**src/rtl/seqarb_pkg.sv**
```systemverilog
package seqarb_pkg;
  localparam int unsigned SEQ_COUNT = 4;
  localparam int unsigned RANK_BITS = 2;
  localparam int unsigned DATA_BITS = 32;
  localparam int unsigned RANK_STRIDE = 4;

  typedef enum logic {
    SEL_RANK     = 1'b0,
    SEL_INITIATE = 1'b1
  } reg_sel_e;
endpackage

```
**src/rtl/seqarb_regs.sv**
```systemverilog
module seqarb_regs
  import seqarb_pkg::*;
#(
  parameter int unsigned NSEQ   = SEQ_COUNT,
  parameter int unsigned RW     = RANK_BITS,
  parameter int unsigned DW     = DATA_BITS,
  parameter int unsigned STRIDE = RANK_STRIDE
) (
  input  logic                   clk,
  input  logic                   rst_n,
  input  logic                   wr,
  input  logic                   sel,
  input  logic [DW-1:0]          wdata,
  output logic [DW-1:0]          rdata,
  input  logic [NSEQ-1:0]        enable,
  output logic [NSEQ-1:0][RW-1:0] rank,
  output logic [NSEQ-1:0]        trig
);
  logic [NSEQ-1:0][RW-1:0] rank_q;
  logic [DW-1:0]           rank_view;

  // one rank field per sequencer; reset rank equals the index
  for (genvar g = 0; g < NSEQ; g++) begin : g_rank
    localparam int unsigned LSB = g * STRIDE;
    always_ff @(posedge clk or negedge rst_n) begin
      if (!rst_n)
        rank_q[g] <= RW'(g);
      else if (wr && sel == SEL_RANK)
        rank_q[g] <= wdata[LSB +: RW];
    end
  end

  always_comb begin
    rank_view = '0;
    for (int i = 0; i < NSEQ; i++)
      rank_view[i*STRIDE +: RW] = rank_q[i];
  end

  assign rdata = (sel == SEL_RANK) ? rank_view : '0;
  assign rank  = rank_q;
  assign trig  = (wr && sel == SEL_INITIATE) ? (wdata[NSEQ-1:0] & enable) : '0;
endmodule

```
**src/rtl/seqarb_pick.sv**
```systemverilog
module seqarb_pick #(
  parameter int unsigned NSEQ = 4,
  parameter int unsigned RW   = 2,
  localparam int unsigned IDW = (NSEQ > 1) ? $clog2(NSEQ) : 1
) (
  input  logic [NSEQ-1:0]         eligible,
  input  logic [NSEQ-1:0][RW-1:0] rank,
  output logic                    found,
  output logic [IDW-1:0]          pick_id
);
  logic [RW-1:0] best_rank;

  // strict less-than keeps the lower index on equal ranks
  always_comb begin
    found     = 1'b0;
    pick_id   = '0;
    best_rank = '1;
    for (int i = 0; i < NSEQ; i++) begin
      if (eligible[i] && (!found || rank[i] < best_rank)) begin
        found     = 1'b1;
        pick_id   = IDW'(i);
        best_rank = rank[i];
      end
    end
  end
endmodule

```
**src/rtl/seqarb_grant.sv**
```systemverilog
module seqarb_grant #(
  parameter int unsigned NSEQ = 4,
  parameter int unsigned RW   = 2,
  localparam int unsigned IDW = (NSEQ > 1) ? $clog2(NSEQ) : 1
) (
  input  logic                    clk,
  input  logic                    rst_n,
  input  logic [NSEQ-1:0]         trig,
  input  logic [NSEQ-1:0]         enable,
  input  logic [NSEQ-1:0][RW-1:0] rank,
  input  logic                    conv_done,
  output logic                    grant_valid,
  output logic [IDW-1:0]          grant_id
);
  logic [NSEQ-1:0] pending_q;
  logic [NSEQ-1:0] taken;
  logic            found;
  logic [IDW-1:0]  pick_id;
  logic            take;
  logic            valid_q;
  logic [IDW-1:0]  id_q;

  seqarb_pick #(.NSEQ(NSEQ), .RW(RW)) u_pick (
    .eligible (pending_q & enable),
    .rank     (rank),
    .found    (found),
    .pick_id  (pick_id)
  );

  assign take  = !valid_q && found;
  assign taken = take ? (NSEQ'(1) << pick_id) : '0;

  always_ff @(posedge clk or negedge rst_n) begin
    if (!rst_n) begin
      pending_q <= '0;
      valid_q   <= 1'b0;
      id_q      <= '0;
    end else begin
      pending_q <= (pending_q & ~taken) | trig;
      if (valid_q && conv_done) begin
        valid_q <= 1'b0;
      end else if (take) begin
        valid_q <= 1'b1;
        id_q    <= pick_id;
      end
    end
  end

  assign grant_valid = valid_q;
  assign grant_id    = id_q;
endmodule

```
**src/rtl/seq_trigger_arbiter.sv**
```systemverilog
module seq_trigger_arbiter
  import seqarb_pkg::*;
#(
  parameter int unsigned NSEQ   = SEQ_COUNT,
  parameter int unsigned RW     = RANK_BITS,
  parameter int unsigned DW     = DATA_BITS,
  parameter int unsigned STRIDE = RANK_STRIDE,
  localparam int unsigned IDW   = (NSEQ > 1) ? $clog2(NSEQ) : 1
) (
  input  logic            clk,
  input  logic            rst_n,
  input  logic            reg_wr,
  input  logic            reg_sel,
  input  logic [DW-1:0]   reg_wdata,
  output logic [DW-1:0]   reg_rdata,
  input  logic [NSEQ-1:0] seq_enable,
  input  logic            conv_done,
  output logic            grant_valid,
  output logic [IDW-1:0]  grant_id
);
  logic [NSEQ-1:0][RW-1:0] rank;
  logic [NSEQ-1:0]         trig;

  seqarb_regs #(.NSEQ(NSEQ), .RW(RW), .DW(DW), .STRIDE(STRIDE)) u_regs (
    .clk    (clk),
    .rst_n  (rst_n),
    .wr     (reg_wr),
    .sel    (reg_sel),
    .wdata  (reg_wdata),
    .rdata  (reg_rdata),
    .enable (seq_enable),
    .rank   (rank),
    .trig   (trig)
  );

  seqarb_grant #(.NSEQ(NSEQ), .RW(RW)) u_grant (
    .clk         (clk),
    .rst_n       (rst_n),
    .trig        (trig),
    .enable      (seq_enable),
    .rank        (rank),
    .conv_done   (conv_done),
    .grant_valid (grant_valid),
    .grant_id    (grant_id)
  );
endmodule

```
**config.mk**
```make
export PLATFORM = sky130hd
export DESIGN_NAME = seq_trigger_arbiter
export DESIGN_NICKNAME = d
export VERILOG_FILES = /design/src/rtl/seqarb_pkg.sv /design/src/rtl/seqarb_regs.sv /design/src/rtl/seqarb_pick.sv /design/src/rtl/seqarb_grant.sv /design/src/rtl/seq_trigger_arbiter.sv
export SDC_FILE = /design/constraint.sdc
export NUM_CORES = 1
export LEC_CHECK = 0
export BUFFER_PORTS_ARGS = -buffer_cell sky130_fd_sc_hd__buf_2
export CAP_MARGIN = 20
export CORE_MARGIN = 2
export CORE_UTILIZATION = 45
export DETAILED_ROUTE_END_ITERATION = 10
export PLACE_DENSITY_LB_ADDON = 0.3
export SLEW_MARGIN = 25
export SYNTH_ARGS = -nofsm -noshare
export SYNTH_HDL_FRONTEND = slang
export SYNTH_HIERARCHICAL = 1
export SYNTH_SLANG_ARGS = --single-unit
export TNS_END_PERCENT = 1
```
**constraint.sdc**
```tcl
create_clock -name clk -period 8 [get_ports clk]
set_input_delay 0.8 -clock clk [delete_from_list [all_inputs] [get_ports clk]]
set_output_delay 0.8 -clock clk [all_outputs]
set_load 0.03 [all_outputs]
```
Word-level counts from Yosys, hierarchy flattened
Index checks and enable logic that the tools add are counted.
Widths: inputs -> output; s select.
{ "word_totals": {"n_memories": 0, "latch_bits": 0, "out_inout_bits": 35, "mem_bits_ro": 0, "elab_cells": 49, "ff_bits": 15, "ramBits": 0} }
{ "op_classes": {"eq_ne": 0, "magnitude_cmp": 3, "n_shift": 1, "mux": 15, "div": 0, "mul": 0, "n_addsub": 0, "n_reduce_logical": 16, "n_bitwise": 7} }
{ "ops": {"columns": ["op", "count"], "rows": [
  ["$mux 14", 1],
  ["$and 4x4->4", 3],
  ["$mux 2", 5],
  ["$mux 4", 2],
  ["$logic_and 1x1->1", 7],
  ["$mux 1", 7],
  ["$lt 2x2->1", 3],
  ["$logic_not 1->1", 4],
  ["$not 4->4", 1],
  ["$or 4x4->4", 1],
  ["$shl 1x2->4 const A", 1],
  ["$logic_or 1x1->1", 3],
  ["$not 1->1", 2],
  ["$reduce_and 2->1", 1],
  ["$reduce_bool 2->1", 1]
]} }

Logic depth before layout (Yosys ltp)
{ "depth": {"ltp_word": 19, "depth_mapped": 14, "ltp_nobuf": 14} }

Modules after synthesis
Netlist, hierarchy kept.
{ "by_module_without_submodules": {"columns": ["module", "cells_each", "area_each_um2", "instances"], "rows": [
  ["seqarb_regs", 56, 631.9, 1],
  ["seqarb_grant", 24, 309.0, 1],
  ["seqarb_pick", 31, 212.7, 1]
]} }

Least setup slack after synthesis
Ideal clock, no wire load.
{ "synth_timing": {"path_kind": "input to register", "from": "input port seq_enable[1]", "to": "register u_grant.pending_q[0]", "path_buffers": 0, "path_stages": 13, "path_slack_ps": 4538, "setup_ps": 118, "arrival_ps": 3344, "path_cell_list": "and2_1 -> inv_1 -> o22ai_1 -> ha_1 -> o22ai_1 -> o21ai_0 -> o32a_1 -> ha_1 -> o32ai_1 -> o21ai_0 -> o21ai_0 -> or4b_1 -> a21o_1"} }
{ "synth_between": {"elab_chain_cells": 16, "word_cells_on_any_way": 24} }
{ "synth_rtl": {"columns": ["element", "line_no", "text"], "rows": [
  ["from (decl)", "seq_trigger_arbiter.sv:16", "input logic [NSEQ-1:0] seq_enable,"],
  ["$and 4x4->4 (*)", "seqarb_grant.sv:24", ".eligible (pending_q & enable),"],
  ["$logic_and 1x1->1 (*)", "seqarb_pick.sv:19", "if (eligible[i] && (!found || rank[i] < best_rank)) begin"],
  ["$mux 2 or $mux 1 (tied branches)", "seqarb_pick.sv:19", null],
  ["$lt 2x2->1 or $logic_not 1->1 (tied branches)", "seqarb_pick.sv:19", null],
  ["$logic_or 1x1->1", "seqarb_pick.sv:19", null],
  ["$logic_and 1x1->1", "seqarb_pick.sv:19", null],
  ["$mux 2 or $mux 1 (tied branches)", "seqarb_pick.sv:19", null],
  ["$lt 2x2->1 or $logic_not 1->1 (tied branches)", "seqarb_pick.sv:19", null],
  ["$logic_or 1x1->1", "seqarb_pick.sv:19", null],
  ["$logic_and 1x1->1", "seqarb_pick.sv:19", null],
  ["$mux 2 (*)", "seqarb_pick.sv:19", null],
  ["via u_grant.pick_id[0]", "seqarb_grant.sv:18", "logic [IDW-1:0] pick_id;"],
  ["$shl 1x2->4 (*)", "seqarb_grant.sv:31", "assign taken = take ? (NSEQ'(1) << pick_id) : '0;"],
  ["$mux 4 (*)", "seqarb_grant.sv:31", null],
  ["$not 4->4 (*)", "seqarb_grant.sv:39", "pending_q <= (pending_q & ~taken) | trig;"],
  ["$and 4x4->4 (*)", "seqarb_grant.sv:39", null],
  ["$or 4x4->4 (*)", "seqarb_grant.sv:39", null],
  ["to (signal assigned)", "seqarb_grant.sv:39", null],
  ["to (decl)", "seqarb_grant.sv:15", "logic [NSEQ-1:0] pending_q;"]
]} }
The timed path passes the listed nets; every way through them passes the cells marked *.
A chain may end at the register's enable or synchronous reset.

Final worst setup path
{ "layout_timing": {"from": "input port seq_enable[0]", "to": "register u_grant.pending_q[0]"} }
{ "layout_between": {"elab_chain_cells": 19, "word_cells_on_any_way": 31} }
{ "layout_rtl": {"columns": ["element", "line_no"], "rows": [
  ["$and 4x4->4 (*)", "seqarb_grant.sv:24"],
  ["$mux 2 or $mux 1 (tied branches)", "seqarb_pick.sv:19"],
  ["$lt 2x2->1 or $logic_not 1->1 (tied branches)", "seqarb_pick.sv:19"],
  ["$logic_or 1x1->1", "seqarb_pick.sv:19"],
  ["$logic_and 1x1->1", "seqarb_pick.sv:19"],
  ["$mux 2 or $mux 1 (tied branches)", "seqarb_pick.sv:19"],
  ["$lt 2x2->1 or $logic_not 1->1 (tied branches)", "seqarb_pick.sv:19"],
  ["$logic_or 1x1->1", "seqarb_pick.sv:19"],
  ["(+4 left out)", null],
  ["$logic_and 1x1->1", "seqarb_pick.sv:19"],
  ["$mux 2 (*)", "seqarb_pick.sv:19"],
  ["via u_grant.pick_id[0]", "seqarb_grant.sv:18"],
  ["$shl 1x2->4 (*)", "seqarb_grant.sv:31"],
  ["$mux 4 (*)", "seqarb_grant.sv:31"],
  ["$not 4->4 (*)", "seqarb_grant.sv:39"],
  ["$and 4x4->4 (*)", "seqarb_grant.sv:39"],
  ["$or 4x4->4 (*)", "seqarb_grant.sv:39"]
]} }
Marks and branches as above.

==> impl_metrics.py <==
metrics = {
    "route": {
        "totalWireLength_um": 2070,
        "drtIter0Drc": 16,
        "drc": 0,
        "num_vias": 856,
        "postRouteAntennaNets": 0,
        "wl_per_cell_um": 12.0,
        "avgViaCountPerCell": 4.98,
        "firstDrtPassIters": 4,
    },
    "power": {
        "ir_worst_vdd_v": 0.000156,
        "seqPwrFrac_pct": 36.1,
        "power_frac_comb_pct": 50.1,
        "swShare_pct": 42.5,
        "power_w": 0.000331,
        "p_per_area_nw_per_um2": 263,
        "power_frac_clock_pct": 13.8,
        "p_int_w": 0.000190,
        "p_leak_nw": 0.678,
        "p_switching_w": 0.000141,
    },
    "sta": {
        "final-setup-viol-count": 0,
        "grt_setup_unrepaired": "no",
        "hold_viol_final": 0,
        "setup_tns_ps": 0,
        "min_period_ps": 3580,
        "drv_slew": 0,
        "finalCritPeriodShare_pct": 44.8,
        "worst_pin_slew_ps": 588,
        "fin_skew_ps": 16.1,
        "timing.fmax_ghz": 0.279,
        "slew-limit-headroom_pct": 60.6,
    },
    "yosys": {
        "ys_types": 34,
        "synth-seq-cells": 15,
        "async_flop_share_pct": 100,
        "synth_warnings": 6,
        "synthFlopType": "dfrtp_1",
        "synth_area_um2": 1150,
        "synth_top_area_share_pct": 23.9,
        "synthCells": 111,
        "synth_edf_count": 0,
        "avgSynthCellArea_um2": 10.4,
        "yosysSeqAreaShare_pct": 33.0,
        "synth.area.top_cells": "dfrtp_1 24%, buf_4 16%, mux2_4 10%",
        "synth_top_cell_by_area": "dfrtp_1",
    },
    "cts": {
        "cts_buffers": 3,
        "clk_pin_slew_ps": 110,
        "postCtsSetupRepairBufs": 0,
        "cts_tree": "done",
        "cts.sink_count": 15,
        "cts_hold_buf": 0,
        "root_buffer": "clkbuf_4",
        "clkLatencyLatePin_ps": 300,
        "cts_max_level": 1,
        "cts_resized": 0,
        "cts_buffer_depth": 2,
    },
    "floorplan": {
        "io_pins": 76,
        "die_w_um": 54.6,
        "die_h_um": 54.6,
        "initial_utilization_pct": 47.0,
        "die-area_um2": 2980,
        "num_rows": 18,
        "core-area_um2": 2450,
    },
    "grt": {
        "gr-usage-all-layers_pct": 17.4,
        "grt_pass1_wl_um": 3660,
        "grt_overflow_total": 0,
        "grt_pass1_vias": 796,
        "grt_max_degree": 16,
        "antenna_found_initial": 0,
    },
    "setup_path": {
        "max_stage_delay_ps": 570,
        "r2r_setup_slack_ps": 4630,
        "setup.worst_path.end_class": "flop",
        "cp_data_arrival_time_ps": 3780,
        "r2r_cells": 13,
        "path_cells": "buf_2 > and2_1 > inv_1 > o22ai_1 > ha_1 > o22ai_1 > o21ai_0 > o32a_1 > ha_1 > o32ai_1 > o21ai_0 > o21ai_0 > or4b_1 > a21o_1",
        "path_delay_family": "compound AO/OA/AOI/OAI gates",
        "path_common_cell": "o21ai_0",
        "cp_num_buf_inv": 2,
        "start_kind": "input pin",
        "required_ps": 8200,
        "worst-path-stages": 14,
        "worstSetupPathType": "input pin to flop",
        "slowest_stage": "or4b_1",
        "cp_max_fo": 6,
    },
    "cells_and_area": {
        "nFillCells": 241,
        "antennaDiodeCount": 0,
        "area_growth_pct": 9.11,
        "layout-drive-gt1-share_pct": 40.1,
        "nets": 186,
    },
    "placed_design": {
        "dpl.hpwl_um": 1620,
        "port_buffers": 29,
        "gp_congestion": 0.767,
    },
    "hold_path": {
        "hold_path.class": "input pin to asynchronous set/reset pin",
    },
    "status": {
        "status": "completed",
    },
    "job": {
        "drv_cap": 0,
    },
}
## power groups by stage
stage	Clock [W]	Combinational, W	Sequential, W
final	0.0000457	0.000166	0.000119
after detailed placement	0	0.000164	0.000121
after global placement	0	0.000163	0.000120
after CTS	0.0000473	0.000165	0.000119
after global routing	0.0000509	0.000186	0.000124
after floorplan	0	0.000126	0.000131
## cell usage after synthesis, types with 2 or more instances
cell type and number:
ha_1 2, and2_1 4, nand2_1 2, o21ai_0 6
and2b_2 8, dfrtp_1 11, a21o_1 5, dfstp_2 4
buf_4 24, o22ai_1 3, nand2b_1 2, mux2_4 8
nand4bb_1 2, inv_1 6, and3_1 5
## path summary, 6_finish.rpt
kind	from	end
worst max-delay path	seq_enable[0]	u_grant/pending_q[0]
worst min-delay path	rst_n	u_grant/pending_q[2]
worst max register to register	u_grant/pending_q[0]	u_grant/pending_q[0]
worst min register to register	u_grant/pending_q[0]	u_grant/pending_q[0]
max in group asynchronous	rst_n	u_regs/rank[2]
min in group clk	u_grant/pending_q[0]	u_grant/pending_q[0]
## stage by stage
step | instances | setup WS (ps) | area [um^2] | util, % | hold slack (ps)
after global placement | 168 | 4130 | 1230 | 50.2 | 451
after CTS | 172 | 4430 | 1260 | 51.3 | 402
after floorplan | 134 | 4540 | 1240 | - | 441
after global routing | 172 | 3990 | 1260 | 51.3 | 403
final | 172 | 4420 | 1260 | 51.3 | 391
after detailed placement | 168 | 4110 | 1230 | 50.2 | 462
## registers in the layout (all words and copies together), names as in the netlist
register             count
u_regs/rank              8
u_grant/pending_q        4
u_grant/grant_id         2
u_grant/grant_valid      1
## cells by family after synthesis
family / after synthesis / synth area share [%]
simple gates: 30 / 19.7
flops: 15 / 33.0
fa+ha+maj: 3 / 3.04
mux: 10 / 12.4
other cells: 1 / 0.325
buf+inv: 31 / 18.5
compound gates: 21 / 13.0
## layout by cell type (no fill, tap or decap), types with 3 or more instances in the layout
master,Yosys,layout
conb_1,1,24
and3_1,5,5
dfstp_2,4,4
clkbuf_4,0,3
dfrtp_1,11,11
a21o_1,5,5
buf_2,0,29
and2b_2,8,8
mux2_4,8,8
o22ai_1,3,3
and2_1,4,4
o21ai_0,6,6
inv_1,6,6
## final cells by class
class	count	area (um^2)	area share, %
Tap cell	30	37.5	2.98
Multi-Input combinational cell	88	646	51.3
Sequential cell	15	380	30.2
Timing Repair Buffer	29	145	11.5
Clock buffer	3	22.5	1.79
Inverter	6	22.5	1.79
Clock inverter	1	5.00	0.398
## per-layer routing
layer | vias to the layer above | GRT usage, % | part of all wire (%)
li1 | 409 | - | -
met1 | 409 | 23.5 | 44
met2 | 34 | 27.4 | 50
met3 | 4 | 2.46 | 5.1
met4 | 0 | 7.50 | 1.4
met5 | - | 0 | 0
Power figures use the tool's default switching activity.
